[src/rtl/sce_pkg.sv]
package sce_pkg;
  localparam int NIB_W = 4;
  localparam int ENT_W = 2 * NIB_W;
  localparam logic [NIB_W-1:0] RUN_MAX = '1;

  // Entry byte: codebook index in the upper nibble, preceding zero count below
  function automatic logic [ENT_W-1:0] pack_entry(input logic [NIB_W-1:0] val,
                                                  input logic [NIB_W-1:0] run);
    return {val, run};
  endfunction
endpackage

[src/rtl/sce_lane_sel.sv]
module sce_lane_sel #(
  parameter int LANE_W = 4
) (
  input  logic              clk,
  input  logic              rst_n,
  input  logic              in_valid,
  input  logic              in_first,
  input  logic [LANE_W-1:0] cfg_lanes,
  input  logic [LANE_W-1:0] cfg_lane,
  output logic              keep
);
  logic [LANE_W-1:0] phase_q;
  logic [LANE_W-1:0] phase_cur;

  // Row position modulo N, kept as a wrapping counter rather than a divider
  function automatic logic [LANE_W-1:0] phase_step(input logic [LANE_W-1:0] cur,
                                                   input logic [LANE_W-1:0] n);
    if (n <= LANE_W'(1))           return '0;
    else if (cur >= n - LANE_W'(1)) return '0;
    else                            return cur + LANE_W'(1);
  endfunction

  assign phase_cur = in_first ? '0 : phase_q;
  assign keep      = in_valid && ((cfg_lanes <= LANE_W'(1)) || (phase_cur == cfg_lane));

  always_ff @(posedge clk) begin
    if (!rst_n)        phase_q <= '0;
    else if (in_valid) phase_q <= phase_step(phase_cur, cfg_lanes);
  end

  // row 0 of a column belongs to lane 0 only
  assert_lane_first_R4: assert property (@(posedge clk) disable iff (!rst_n)
    (in_valid && in_first && cfg_lanes > LANE_W'(1) && cfg_lane != '0) |-> !keep);
  // idle cycles leave the row position untouched
  assert_lane_idle_R9: assert property (@(posedge clk) disable iff (!rst_n)
    !in_valid |=> $stable(phase_q));
endmodule

[src/rtl/sce_run_track.sv]
module sce_run_track
  import sce_pkg::*;
(
  input  logic             clk,
  input  logic             rst_n,
  input  logic             in_valid,
  input  logic             keep,
  input  logic             in_first,
  input  logic [NIB_W-1:0] in_idx,
  output logic             emit,
  output logic [NIB_W-1:0] emit_val,
  output logic [NIB_W-1:0] emit_run,
  output logic             pad_evt
);
  logic [NIB_W-1:0] run_q, run_cur, run_nxt;

  assign run_cur = in_first ? '0 : run_q;

  always_comb begin
    emit     = 1'b0;
    pad_evt  = 1'b0;
    emit_val = in_idx;
    emit_run = run_cur;
    run_nxt  = run_cur;
    if (keep) begin
      if (in_idx != '0) begin
        emit    = 1'b1;
        run_nxt = '0;
      end else if (run_cur == RUN_MAX) begin
        emit     = 1'b1;
        pad_evt  = 1'b1;
        emit_val = '0;
        run_nxt  = '0;
      end else begin
        run_nxt = run_cur + NIB_W'(1);
      end
    end
  end

  always_ff @(posedge clk) begin
    if (!rst_n)        run_q <= '0;
    else if (in_valid) run_q <= run_nxt;
  end

  // a nonzero on the first row of a column always reports a zero run
  assert_first_run_R3: assert property (@(posedge clk) disable iff (!rst_n)
    (keep && in_first && in_idx != '0) |-> (emit && emit_run == '0));
  // idle cycles leave the run count untouched
  assert_run_idle_R9: assert property (@(posedge clk) disable iff (!rst_n)
    !in_valid |=> $stable(run_q));
  // a padding event restarts the run
  assert_pad_restart_R2: assert property (@(posedge clk) disable iff (!rst_n)
    pad_evt |=> run_q == '0);
endmodule

[src/rtl/sce_addr_ctrl.sv]
module sce_addr_ctrl
  import sce_pkg::*;
#(
  parameter int PTR_W = 16,
  parameter int COL_W = 12
) (
  input  logic             clk,
  input  logic             rst_n,
  input  logic             in_valid,
  input  logic             in_last,
  input  logic             emit,
  input  logic [NIB_W-1:0] emit_val,
  input  logic [NIB_W-1:0] emit_run,
  output logic             ent_we,
  output logic [PTR_W-1:0] ent_addr,
  output logic [ENT_W-1:0] ent_data,
  output logic             ptr_we,
  output logic [COL_W-1:0] ptr_addr,
  output logic [PTR_W-1:0] ptr_data,
  output logic             overflow
);
  localparam logic [PTR_W-1:0] ADDR_LAST = '1;

  logic [PTR_W-1:0] addr_q, end_addr;
  logic [COL_W-1:0] col_q;
  logic             room, do_write, hit_ovf, ptr_evt;

  assign room     = (addr_q != ADDR_LAST);
  assign do_write = emit && !overflow && room;
  assign hit_ovf  = emit && !overflow && !room;
  assign ptr_evt  = in_valid && in_last && !overflow && !hit_ovf;
  assign end_addr = addr_q + PTR_W'(do_write);

  always_ff @(posedge clk) begin
    if (!rst_n) begin
      ent_we   <= 1'b0;
      ent_addr <= '0;
      ent_data <= '0;
      ptr_we   <= 1'b1;   // slot 0 of the pointer array is written during reset
      ptr_addr <= '0;
      ptr_data <= '0;
      addr_q   <= '0;
      col_q    <= '0;
      overflow <= 1'b0;
    end else begin
      ent_we <= do_write;
      ptr_we <= ptr_evt;
      if (do_write) begin
        ent_addr <= addr_q;
        ent_data <= pack_entry(emit_val, emit_run);
      end
      addr_q <= end_addr;
      if (ptr_evt) begin
        ptr_addr <= col_q + COL_W'(1);
        ptr_data <= end_addr;
      end
      if (in_valid && in_last) col_q <= col_q + COL_W'(1);
      if (hit_ovf) overflow <= 1'b1;
    end
  end

  // back-to-back entry writes land on consecutive addresses
  assert_addr_seq_R5: assert property (@(posedge clk) disable iff (!rst_n)
    (ent_we ##1 ent_we) |-> ent_addr == $past(ent_addr) + PTR_W'(1));
  // a pointer written with an entry points just past that entry
  assert_ptr_end_R6: assert property (@(posedge clk) disable iff (!rst_n)
    (ptr_we && ent_we) |-> ptr_data == ent_addr + PTR_W'(1));
  // overflow is sticky
  assert_ovf_sticky_R8: assert property (@(posedge clk) disable iff (!rst_n)
    overflow |=> overflow);
  // nothing is written once overflow is set
  assert_no_overflow_write_R8: assert property (@(posedge clk) disable iff (!rst_n)
    overflow |-> (!ent_we && !ptr_we));
endmodule

[src/rtl/spcol_rle_enc.sv]
module spcol_rle_enc
  import sce_pkg::*;
#(
  parameter int PTR_W  = 16,
  parameter int COL_W  = 12,
  parameter int LANE_W = 4
) (
  input  logic              clk,
  input  logic              rst_n,
  input  logic              in_valid,
  input  logic              in_first,
  input  logic              in_last,
  input  logic [3:0]        in_idx,
  input  logic [LANE_W-1:0] cfg_lanes,
  input  logic [LANE_W-1:0] cfg_lane,
  output logic              ent_we,
  output logic [PTR_W-1:0]  ent_addr,
  output logic [7:0]        ent_data,
  output logic              ptr_we,
  output logic [COL_W-1:0]  ptr_addr,
  output logic [PTR_W-1:0]  ptr_data,
  output logic              overflow
);
  logic             keep;
  logic             emit, pad_evt;
  logic [NIB_W-1:0] emit_val, emit_run;

  sce_lane_sel #(.LANE_W(LANE_W)) u_lane (
    .clk(clk), .rst_n(rst_n), .in_valid(in_valid), .in_first(in_first),
    .cfg_lanes(cfg_lanes), .cfg_lane(cfg_lane), .keep(keep)
  );

  sce_run_track u_run (
    .clk(clk), .rst_n(rst_n), .in_valid(in_valid), .keep(keep),
    .in_first(in_first), .in_idx(in_idx), .emit(emit),
    .emit_val(emit_val), .emit_run(emit_run), .pad_evt(pad_evt)
  );

  sce_addr_ctrl #(.PTR_W(PTR_W), .COL_W(COL_W)) u_addr (
    .clk(clk), .rst_n(rst_n), .in_valid(in_valid), .in_last(in_last),
    .emit(emit), .emit_val(emit_val), .emit_run(emit_run),
    .ent_we(ent_we), .ent_addr(ent_addr), .ent_data(ent_data),
    .ptr_we(ptr_we), .ptr_addr(ptr_addr), .ptr_data(ptr_data),
    .overflow(overflow)
  );

  // an entry with index 0 is always a full-length padding entry
  assert_pad_shape_R2: assert property (@(posedge clk) disable iff (!rst_n)
    (ent_we && ent_data[7:4] == 4'h0) |-> ent_data[3:0] == 4'hF);
  // every padding event reaches the entry port one cycle later unless overflowed
  assert_pad_written_R2: assert property (@(posedge clk) disable iff (!rst_n)
    (pad_evt && !overflow) |=> (overflow || (ent_we && ent_data == 8'h0F)));
  // reset state of the write ports
  assert_reset_state_R7: assert property (@(posedge clk)
    !rst_n |=> (!ent_we && !overflow && ptr_we && ptr_addr == '0 && ptr_data == '0));
endmodule

[config.mk]
export PLATFORM = sky130hd
export DESIGN_NAME = spcol_rle_enc
export DESIGN_NICKNAME = d
export VERILOG_FILES = /design/src/rtl/sce_pkg.sv /design/src/rtl/sce_lane_sel.sv /design/src/rtl/sce_run_track.sv /design/src/rtl/sce_addr_ctrl.sv /design/src/rtl/spcol_rle_enc.sv
export SDC_FILE = /design/constraint.sdc
export NUM_CORES = 1
export LEC_CHECK = 0
export ABC_CLOCK_PERIOD_IN_PS = 3900
export BUFFER_PORTS_ARGS = -buffer_cell sky130_fd_sc_hd__buf_2
export CORE_MARGIN = 2
export CORE_UTILIZATION = 34
export DETAILED_ROUTE_END_ITERATION = 12
export GPL_TIMING_DRIVEN = 0
export SLEW_MARGIN = 10
export SYNTH_ARGS = -nofsm -noshare
export SYNTH_HDL_FRONTEND = slang
export SYNTH_SLANG_ARGS = --single-unit
[constraint.sdc]
create_clock -name clk -period 3.9 [get_ports clk]
set_input_delay 0 -clock clk [delete_from_list [all_inputs] [get_ports clk]]
set_output_delay 0 -clock clk [all_outputs]
set_load 0.005 [all_outputs]
==> results.py, run 1 <==
metrics = {
    "outcome": {
        "run_status": "finished, final reports clean",
    },
    "drt": {
        "routed_wl_mm": 10.56,
        "avgViaCountPerCell": 4.791,
        "ant_nets": 0,
        "dr.pass1.iters": 4,
        "drtIter0Drc": 198,
        "vias": 3569,
        "remaining_drc_errors": 0,
        "routedWlPerCell_um": 14.17,
    },
    "layout": {
        "syn2layout_area_growth_pct": 21.06,
        "antenna_cells": 0,
        "final_common_cell": "nand2_1",
        "final-seq-area_mm2": 0.001822,
        "layout_common_cells": "nand2_1 (92), dfxtp_1 (91), buf_2 (71)",
        "num-fill-cells": 1318,
        "multi_input_area_mm2": 0.002350,
        "nets": 597,
        "drive_gt1_frac": 0.1990,
    },
    "cts": {
        "cts_root_buffer": "clkbuf_16",
        "clkSinkCount": 91,
        "cts.path.max_buffers": 2,
        "cts_buffers": 9,
        "clk_latency_ns": 0.34,
        "clk_pin_slew_ns": 0.06,
        "ctsHtreeMaxLevel": 3,
        "cts_tree": "done",
        "cts_resized": 0,
    },
    "power_and_ir_drop": {
        "max-vdd-ir-drop_uv": 197.6,
        "power_density_mw_per_mm2": 364.6,
        "p_leak_nw": 2.272,
    },
    "grt": {
        "first_global_vias": 3493,
        "antenna_found_initial": 0,
        "grt-ovfl-total": 0,
        "grt_max_degree": 15,
        "grt_pass1_wl_mm": 17.44,
        "grt_usage": 0.1562,
    },
    "floorplan": {
        "rows": 41,
        "io_pins": 72,
        "start_util": 0.3479,
        "fp.dieH_um": 117.6,
        "die_area_mm2": 0.01384,
        "core_mm2": 0.01262,
        "die-width_um": 117.6,
    },
    "sta": {
        "period_share": 0.8038,
        "hold_viol": 0,
        "slew_violations": 0,
        "min_period_ns": 3.135,
        "setup_viol": 0,
        "worst_slew_pin_slew_ns": 0.5402,
        "tns_ns": 0,
        "timing.fmax_ghz": 0.3190,
        "rsz0062_at_grt": "false",
        "relSlewSlack": 0.6398,
        "layout_setup_ws_ns": 0.7654,
        "fin_skew_ns": 0.007463,
    },
    "synthesis": {
        "ys_types": 54,
        "synth_compound_area_frac": 0.07723,
        "synth_edf_count": 0,
        "ys_ff_latch": 91,
        "synthMuxAreaShare": 0.1297,
        "ys.flop_type": "dfxtp_1",
        "synthSimpleGateAreaFrac": 0.2311,
        "synthCells": 481,
        "synth_fa_ha_area_frac": 0.03135,
        "yosysSeqAreaShare": 0.4149,
        "syn_area_mm2": 0.004390,
        "yosys.area_share.xor_xnor": 0.06583,
        "synth-warning-count": 0,
        "synth_nets": 509,
        "postSynth.asyncResetShare": 0,
        "avgSynthCellArea_um2": 9.128,
        "synth_top_family_by_area": "simple AND/OR/NAND/NOR gates",
    },
    "placement": {
        "dp_hpwl_mm": 7.822,
        "portBuffers": 71,
        "pre_cts_ws_ns": 0.7581,
        "routabilityCongestion": 0.8948,
    },
    "setup_path": {
        "worst_path_most_repeated_cell": "ha_1",
        "critPathSlowestCell": "dfxtp_1",
        "rr_worst_depth": 13,
        "r2r-end": "u_addr.ptr_data[10]",
        "reg2reg_from": "u_lane.phase_q[2]",
        "worstSetupPathType": "flip-flop to flip-flop",
        "required_ns": 4.13,
        "crit_fanout": 10,
        "r2r_slack_ns": 0.77,
        "slowest_delay_ns": 0.37,
        "cp_top_family": "compound AO/OA/AOI/OAI gates",
        "end_kind": "flip-flop",
        "cp-start-kind": "flip-flop",
        "path_cells": "o21ba_1 > o32ai_2 > o221ai_2 > nor4b_2 > buf_4 > buf_8 > ha_1 > ha_1 > nand2_1 > nor3_1 > xnor2_1 > nor2_1 > mux2_4",
        "critical_path_buf_inv_count": 2,
        "cp_data_arrival_time_ns": 3.36,
    },
    "worst_hold_path": {
        "whs_path_depth": 3,
        "worstHoldEndpoint": "u_lane.phase_q[1]",
        "hp-start": "in_valid",
        "hold_class": "input port to flip-flop",
    },
    "run": {
        "maxCapViolations": 0,
    },
}
-- cell families (layout without fill, tap and decap cells) --
kind of cell    after synthesis  after routing
flops                        91             91
buf+inv                      41            133
mux                          52             52
xor+xnor                     33             33
simple gates                208            208
compound gates               45             45
fa+ha+maj                    11             11
-- Yosys cell counts (all sizes together), types with 2 or more instances --
master   instances  area (um2)
nand2b           2       12.51
and2            15       93.84
nand2           92       345.3
buf              7       91.34
nand3           21       105.1
mux2            12       168.9
nand4bb          2       22.52
o21ba            2       20.02
nand3b           2       15.01
xnor2           18       157.7
xor2            15       131.4
dfxtp           91        1822
nor2b            7       43.79
and3             4       25.02
a21o             2       15.01
or4              2       18.77
o22ai            5       31.28
nor4             2       12.51
ha              11       137.6
mux2i           40       400.4
nor2            26       97.59
nand4            8       56.30
or3              6       37.54
nor3            13       70.07
a31o             2       17.52
or2              2       12.51
inv             15       56.30
clkbuf          18       67.56
o21ai            9       48.80
a211oi           2       15.01
o32ai            3       41.29
o21a             4       30.03
a21oi           10       50.05
-- worst max-delay path by stage --
stage                           start                  end  slack, ns  cells after the start
finish              u_lane.phase_q[2]  u_addr.ptr_data[10]       0.77                     13
CTS                 u_lane.phase_q[2]  u_addr.ptr_data[12]       0.74                     12
global placement    u_lane.phase_q[2]  u_addr.ptr_data[10]       0.78                     13
floorplan           u_lane.phase_q[0]  u_addr.ptr_data[10]       1.13                     13
global route        u_lane.phase_q[2]   u_addr.ptr_data[8]       0.53                     13
detailed placement  u_lane.phase_q[2]  u_addr.ptr_data[12]       0.76                     12
-- state kept, by name, indices dropped and copies added (netlist names) --
| signal | cells |
|---|---|
| u_addr.addr_q | 16 |
| u_addr.col_q | 12 |
| u_addr.ent_addr | 16 |
| u_addr.ent_data | 8 |
| u_addr.ent_we | 1 |
| u_addr.overflow | 1 |
| u_addr.ptr_addr | 12 |
| u_addr.ptr_data | 16 |
| u_addr.ptr_we | 1 |
| u_lane.phase_q | 4 |
| u_run.run_q | 4 |
-- worst register-to-register path, stage by stage (launching register included) --
cell,delay [ns]
dfxtp_1,0.37
o21ba_1,0.21
o32ai_2,0.28
o221ai_2,0.20
nor4b_2,0.27
buf_4,0.24
buf_8,0.18
ha_1,0.20
ha_1,0.24
nand2_1,0.12
nor3_1,0.22
xnor2_1,0.15
nor2_1,0.07
mux2_4,0.28
-- final cells by class --
type | instances | area share
flip-flops and latches | 91 | 0.3427
clock buffers | 11 | 0.04567
inverters | 16 | 0.01130
well taps | 172 | 0.04049
clock inverters | 4 | 0.009652
multi-input cells | 349 | 0.4421
plain buffers | 25 | 0.02990
repair buffers | 77 | 0.07815
-- metal layers --
metal / global-route usage / routed length [um] / part of all wire / vias to the layer above
met5: 0 / 0 / 0 / -
met4: 0.05045 / 165 / 0.016 / 0
li1: - / - / - / 1811
met1: 0.1855 / 4723 / 0.45 / 1681
met3: 0.04215 / 374 / 0.035 / 14
met2: 0.2725 / 5291 / 0.50 / 63
-- metrics by stage --
stage / instances / area [um2] / hold WS (ns) / power [mW] / utilization
3_5_place_dp: 724 / 4961 / 0.2754 / 1.085 / 0.3931
6_report: 745 / 5315 / 0.08336 / 1.938 / 0.4212
4_1_cts: 745 / 5315 / 0.07289 / 1.955 / 0.4212
3_3_place_gp: 724 / 4961 / 0.2604 / 1.082 / 0.3931
2_1_floorplan: 481 / 4390 / 0.1421 / 1.042 / -
5_1_grt: 745 / 5315 / 0.1003 / 2.011 / 0.4212
-- report_power, final --
part / switching [mW] / internal, mW / leakage, nW
sequential: 0.00613 / 0.936 / 0.734
combinational: 0.0747 / 0.0512 / 1.40
clock: 0.359 / 0.511 / 0.142
-- timing repair --
action                    4_1_cts  5_1_grt
hold buffers                    6        0
buffers inserted                0        0
hold endpoints to repair        5        0
Power figures use the tool's default switching activity.
==> inputs of run 2 (changes only) <==
--- a/config.mk
+++ b/config.mk
@@ -5,7 +5,8 @@
 export SDC_FILE = /design/constraint.sdc
 export NUM_CORES = 1
 export LEC_CHECK = 0
-export ABC_CLOCK_PERIOD_IN_PS = 3900
+export ABC_AREA = 1
+export ABC_CLOCK_PERIOD_IN_PS = 3150
 export BUFFER_PORTS_ARGS = -buffer_cell sky130_fd_sc_hd__buf_2
 export CORE_MARGIN = 2
 export CORE_UTILIZATION = 34
==> constraint.sdc (replaced) <==
create_clock -name clk -period 3.15 [get_ports clk]
set_input_delay 0 -clock clk [delete_from_list [all_inputs] [get_ports clk]]
set_output_delay 0 -clock clk [all_outputs]
set_load 0.005 [all_outputs]
==> results.py, run 2 <==
metrics = {
    "cts": {
        "cts_buffers": 9,
        "cts.path.max_buffers": 2,
        "cts_root_buffer": "clkbuf_16",
        "ctsHtreeMaxLevel": 3,
        "clkSinkCount": 91,
        "clk_pin_slew_ns": 0.07,
        "clk_latency_ns": 0.35,
        "cts_tree": "done",
    },
    "setup_path": {
        "slowest_delay_ns": 0.33,
        "critical_path_buf_inv_count": 3,
        "cp_top_family": "simple AND/OR/NAND/NOR gates",
        "end_kind": "flip-flop",
        "cp_data_arrival_time_ns": 3.13,
        "worstSetupPathType": "flip-flop to flip-flop",
        "path_cells": "inv_1 > nor2_2 > ha_2 > nand3_2 > a21oi_4 > nand4_4 > inv_4 > buf_6 > ha_1 > ha_2 > nand3_2 > nor2_4 > nand2_1 > nor2_1 > xnor2_1 > nand3_1 > nand2_1 > nor2_1",
        "crit_fanout": 10,
        "required_ns": 3.40,
        "cp-start-kind": "flip-flop",
        "critPathSlowestCell": "dfxtp_1",
    },
    "layout": {
        "drive_gt1_frac": 0.1976,
        "antenna_cells": 0,
        "largestRegisters": "u_addr.addr_q (16), u_addr.ent_addr (16), u_addr.ptr_data (16)",
        "syn2layout_area_growth_pct": 22.38,
        "final_core_util": 0.4287,
        "final_common_cell": "nand2_1",
        "fin_area_mm2": 0.005192,
        "nets": 691,
        "final_cell_count_no_fill": 836,
        "num-fill-cells": 1285,
        "layout_common_cells": "nand2_1 (136), dfxtp_1 (91), nor2_1 (77)",
    },
    "drt": {
        "vias": 3807,
        "dr.pass1.iters": 4,
        "ant_nets": 0,
        "remaining_drc_errors": 0,
        "avgViaCountPerCell": 4.554,
        "drtIter0Drc": 161,
        "routed_wl_mm": 10.32,
        "routedWlPerCell_um": 12.34,
    },
    "synthesis": {
        "synth_top_family_by_area": "simple AND/OR/NAND/NOR gates",
        "avgSynthCellArea_um2": 7.392,
        "yosysSeqAreaShare": 0.4294,
        "ys.flop_type": "dfxtp_1",
        "ys_top_cells_by_area": "dfxtp_1 (43%), nand2_1 (12%), nor2_1 (7.0%)",
        "synth_fa_ha_area_frac": 0.03244,
        "synthMuxAreaShare": 0,
        "ys_types": 36,
        "synth_nets": 602,
        "synthTopCellsByCount": "nand2_1 (136), dfxtp_1 (91), nor2_1 (79)",
        "postSynth.asyncResetShare": 0,
        "ys_ff_latch": 91,
        "synthSimpleGateAreaFrac": 0.3085,
        "synth_compound_area_frac": 0.08670,
        "yosys.area_share.xor_xnor": 0.05367,
        "yosysMostFrequentCell": "nand2_1",
        "synth_top_area_frac": 0.4294,
        "synth-warning-count": 0,
        "synth_edf_count": 0,
        "synthCells": 574,
        "yosys.area.top_type": "dfxtp_1",
        "syn_area_mm2": 0.004243,
    },
    "sta": {
        "fin_skew_ns": 0.007510,
        "period_share": 0.9144,
        "min_period_ns": 2.880,
        "hold_viol": 0,
        "slew_violations": 0,
        "worst_slew_pin_slew_ns": 0.6682,
        "tns_ns": 0,
        "relSlewSlack": 0.5529,
        "setup_viol": 0,
        "timing.fmax_ghz": 0.3472,
        "rsz0062_at_grt": "false",
    },
    "placement": {
        "placed_cell_area_mm2": 0.004803,
        "dp_hpwl_mm": 7.646,
        "portBuffers": 70,
        "dpl.cell_count": 812,
        "routabilityCongestion": 0.8902,
    },
    "power_and_ir_drop": {
        "max-vdd-ir-drop_uv": 228.7,
        "p_leak_nw": 2.298,
        "power_density_mw_per_mm2": 479.2,
    },
    "worst_hold_path": {
        "hold_class": "input port to flip-flop",
    },
    "grt": {
        "grt_pass1_wl_mm": 17.11,
        "grt_max_degree": 16,
        "grt-ovfl-total": 0,
        "first_global_vias": 3651,
        "grt_usage": 0.1614,
        "antenna_found_initial": 0,
    },
    "floorplan": {
        "fp.dieH_um": 115.7,
        "io_pins": 72,
        "rows": 40,
        "die_area_mm2": 0.01339,
        "start_util": 0.3503,
        "die-width_um": 115.7,
        "core_mm2": 0.01211,
    },
    "outcome": {
        "run_status": "finished, final reports clean",
    },
    "run": {
        "maxCapViolations": 0,
    },
}
==> run 2: cell types whose count changed in the layout (fill, tap and decap cells not counted), sizes merged, moves of 7 or more <==
cell	change
mux2	-12
and2	-15
clkbuf	-7
inv	+43
nand3	+25
nand2	+50
nor2	+64
xnor2	-8
a21oi	+35
nor2b	-7
o21ai	+7
mux2i	-40
==> run 2: final timing paths <==
path,startpoint,to,slack [ns],depth (start not counted)
worst max-delay path,u_run.run_q[0],u_addr.ptr_data[12],0.27,18
worst min-delay path,in_first,u_addr.ent_data[0],0.05,4
worst max register to register,u_run.run_q[0],u_addr.ptr_data[12],0.27,18
worst min register to register,u_addr.ent_addr[14],u_addr.ent_addr[14],0.46,2
==> run 2: worst min-delay path, delay by kind of cell <==
family | cells | cell delay, ns
compound gates | 1 | 0.05
buf+inv | 1 | 0.16
simple gates | 2 | 0.14
==> run 2: kinds of logic (layout without fill, tap and decap cells) <==
group / Yosys count / after routing
AO/OA/AOI/OAI: 68 / 68
XOR/XNOR: 26 / 26
adder cells (fa/ha/maj): 11 / 11
buffers and inverters: 81 / 175
flip-flops: 91 / 91
AND/OR/NAND/NOR: 297 / 297
==> run 2: what timing repair did <==
item,4_1_cts,5_1_grt
setup buffers,0,3
endpoints found under the hold margin,5,0
gates resized for setup,1,7
setup endpoints to repair,2,13
hold buffers,5,0
pin swaps,0,3
==> run 2: cell type report <==
cell class | instances | area, um2 | share of cell area
multi-input cells | 402 | 2067 | 0.3981
flip-flops and latches | 91 | 1822 | 0.3508
repair buffers | 78 | 422.9 | 0.08145
clock buffers | 11 | 252.7 | 0.04867
inverters | 59 | 231.5 | 0.04458
well taps | 168 | 210.2 | 0.04048
plain buffers | 22 | 148.9 | 0.02867
clock inverters | 5 | 37.54 | 0.007229
==> run 2: routing by layer <==
layer  wire length, um  global-route usage  vias up
met4               197             0.06111        0
li1                  -                   -     1996
met5                 0                   0        -
met1              4748              0.2053     1728
met2              4937              0.2690       67
met3               434             0.03504       16
==> run 2: power breakdown <==
group	total, mW	switching [mW]	internal, mW
Combinational	0.238	0.142	0.0957
Sequential	1.21	0.0229	1.19
Clock	1.04	0.461	0.579
==> run 2: through the flow <==
stage	power (mW)	setup slack, ns	hold slack [ns]
detailed placement	1.466	-0.02248	0.2651
global route	2.617	0.0004257	0.08012
finish	2.488	0.2696	0.05274
CTS	2.508	0.03154	0.05128
floorplan	1.388	0.4082	0.1428
global placement	1.459	-0.004297	0.2570
==> inputs of run 3 (changes only) <==
--- a/config.mk
+++ b/config.mk
@@ -6,7 +6,7 @@
 export NUM_CORES = 1
 export LEC_CHECK = 0
 export ABC_AREA = 1
-export ABC_CLOCK_PERIOD_IN_PS = 3150
+export ABC_CLOCK_PERIOD_IN_PS = 2500
 export BUFFER_PORTS_ARGS = -buffer_cell sky130_fd_sc_hd__buf_2
 export CORE_MARGIN = 2
 export CORE_UTILIZATION = 34
==> constraint.sdc (replaced) <==
create_clock -name clk -period 2.5 [get_ports clk]
set_input_delay 0 -clock clk [delete_from_list [all_inputs] [get_ports clk]]
set_output_delay 0 -clock clk [all_outputs]
set_load 0.005 [all_outputs]
==> results.py, run 3 (synthesis results as in run 2) <==
metrics = {
    "sta": {
        "hold_viol": 0,
        "relSlewSlack": 0.5538,
        "holdWs_ns": 0.08887,
        "worst_slew_pin_slew_ns": 0.6669,
        "slew_violations": 0,
        "rsz0062_at_grt": "true",
        "setup_viol": 0,
        "timing.fmax_ghz": 0.4191,
        "fin_skew_ns": 0.007914,
        "period_share": 0.9545,
        "min_period_ns": 2.386,
    },
    "floorplan": {
        "start_util": 0.3503,
        "io_pins": 72,
        "die_area_mm2": 0.01339,
        "rows": 40,
        "fp.dieH_um": 115.7,
        "die-width_um": 115.7,
        "core_mm2": 0.01211,
    },
    "drt": {
        "drtIter0Drc": 156,
        "dr.pass1.iters": 4,
        "routedWlPerCell_um": 12.15,
        "avgViaCountPerCell": 4.533,
        "ant_nets": 0,
        "vias": 3821,
        "remaining_drc_errors": 0,
        "routed_wl_mm": 10.24,
    },
    "grt": {
        "grt_max_degree": 16,
        "grt-ovfl-total": 0,
        "grt_usage": 0.1582,
        "first_global_vias": 3725,
        "antenna_found_initial": 0,
        "grt_pass1_wl_mm": 16.86,
    },
    "cts": {
        "cts.path.max_buffers": 2,
        "clk_pin_slew_ns": 0.06,
        "cts_root_buffer": "clkbuf_16",
        "cts_buffers": 9,
        "clk_latency_ns": 0.34,
        "ctsHtreeMaxLevel": 3,
        "clkSinkCount": 91,
        "cts_tree": "done",
    },
    "layout": {
        "antenna_cells": 0,
        "final_common_cell": "nand2_1",
        "syn2layout_area_growth_pct": 27.10,
        "fin_area_mm2": 0.005393,
        "drive_gt1_frac": 0.2341,
        "layout_common_cells": "nand2_1 (135), dfxtp_1 (87), buf_2 (74)",
        "final_core_util": 0.4452,
        "largestRegisters": "u_addr.addr_q (16), u_addr.ent_addr (16), u_addr.ptr_data (16)",
        "nets": 698,
    },
    "outcome": {
        "run_status": "finished, final reports clean",
    },
    "placement": {
        "dp_hpwl_mm": 7.674,
        "placed_cell_area_mm2": 0.004868,
        "routabilityCongestion": 0.8979,
        "portBuffers": 70,
    },
    "setup_path": {
        "end_kind": "flip-flop",
        "required_ns": 2.74,
        "cp-start-kind": "flip-flop",
        "reg2reg_from": "u_run.run_q[0]",
        "rr_worst_depth": 16,
        "r2r_slack_ns": 0.11,
        "crit_end": "u_addr.ptr_data[8]",
        "cp_data_arrival_time_ns": 2.63,
        "worstSetupPathType": "flip-flop to flip-flop",
        "crit_start": "u_run.run_q[0]",
        "crit_fanout": 4,
        "r2r-end": "u_addr.ptr_data[8]",
    },
    "power_and_ir_drop": {
        "power_density_mw_per_mm2": 601.0,
        "internal_power_mw": 2.477,
        "p_leak_nw": 2.372,
        "pwr-share-seq": 0.471,
        "swShare": 0.2357,
        "combPwrFrac": 0.095,
        "max-vdd-ir-drop_uv": 320.6,
        "p_sw_mw": 0.7640,
        "p_clk_frac": 0.434,
    },
    "worst_hold_path": {
        "hold_class": "input port to flip-flop",
    },
    "run": {
        "maxCapViolations": 0,
    },
}
run 3: repair_timing:
action,CTS,global route
endpoints found under the hold margin,5,0
setup endpoints to repair,24,16
resized for setup,5,15
buffers inserted,3,8
pin swaps,4,10
hold buffers,5,0
gates cloned,0,0
run 3: power by group through the flow:
stage | Clock [mW] | Combinational, mW | Sequential (mW)
floorplan | 0 | 0.194 | 1.56
global placement | 0 | 0.284 | 1.56
detailed placement | 0 | 0.290 | 1.56
CTS | 1.43 | 0.300 | 1.53
global route | 1.50 | 0.350 | 1.53
finish | 1.41 | 0.307 | 1.53
run 3: worst max-delay path: stages (launching register included):
cell and delay, ns:
dfxtp_2 0.33, inv_2 0.05, nor2_4 0.11, ha_4 0.17, nand3_4 0.10, a21oi_4 0.20, nand4_4 0.14, clkinv_8 0.08
ha_4 0.13, ha_4 0.14, nand3_4 0.09, nor2_4 0.21, nand2_1 0.11, xor2_2 0.20, nand3_1 0.11, nand2_1 0.07
nor2_1 0.05
run 3: worst min-delay path by stage:
stage / startpoint / to / slack [ns] / depth (start not counted)
floorplan: in_idx[0] / u_addr.ent_data[4] / 0.14 / 2
global placement: in_idx[2] / u_addr.ent_data[6] / 0.26 / 3
detailed placement: in_idx[2] / u_addr.ent_data[6] / 0.27 / 3
CTS: in_first / u_addr.ent_data[0] / 0.03 / 4
global route: in_first / u_addr.ent_data[3] / 0.12 / 4
finish: in_first / u_run.run_q[2] / 0.09 / 4
run 3: metal layers:
metal	GRT usage	wire length, um
met2	0.2682	4836
met5	0	0
met1	0.1964	4845
met3	0.03556	386
met4	0.06032	172
run 3: per-stage QoR:
stage	power, mW	setup WS (ns)	instances	setup TNS, ns
global placement	1.841	-0.2990	812	-3.399
floorplan	1.752	0.004213	574	0
CTS	3.253	0.001192	835	0
global route	3.378	-0.08368	843	-0.3356
finish	3.241	0.1137	843	0
detailed placement	1.849	-0.3302	812	-4.278
run 3: layout make-up:
type,instances,area [um2]
fill,1247,6719
sequential,91,1827
buffer,21,137.6
clock buffer,12,266.5
inverter,59,241.5
multi-input combinational,402,2180
tap,168,210.2
timing repair buffer,86,483.0
clock inverter,4,47.55
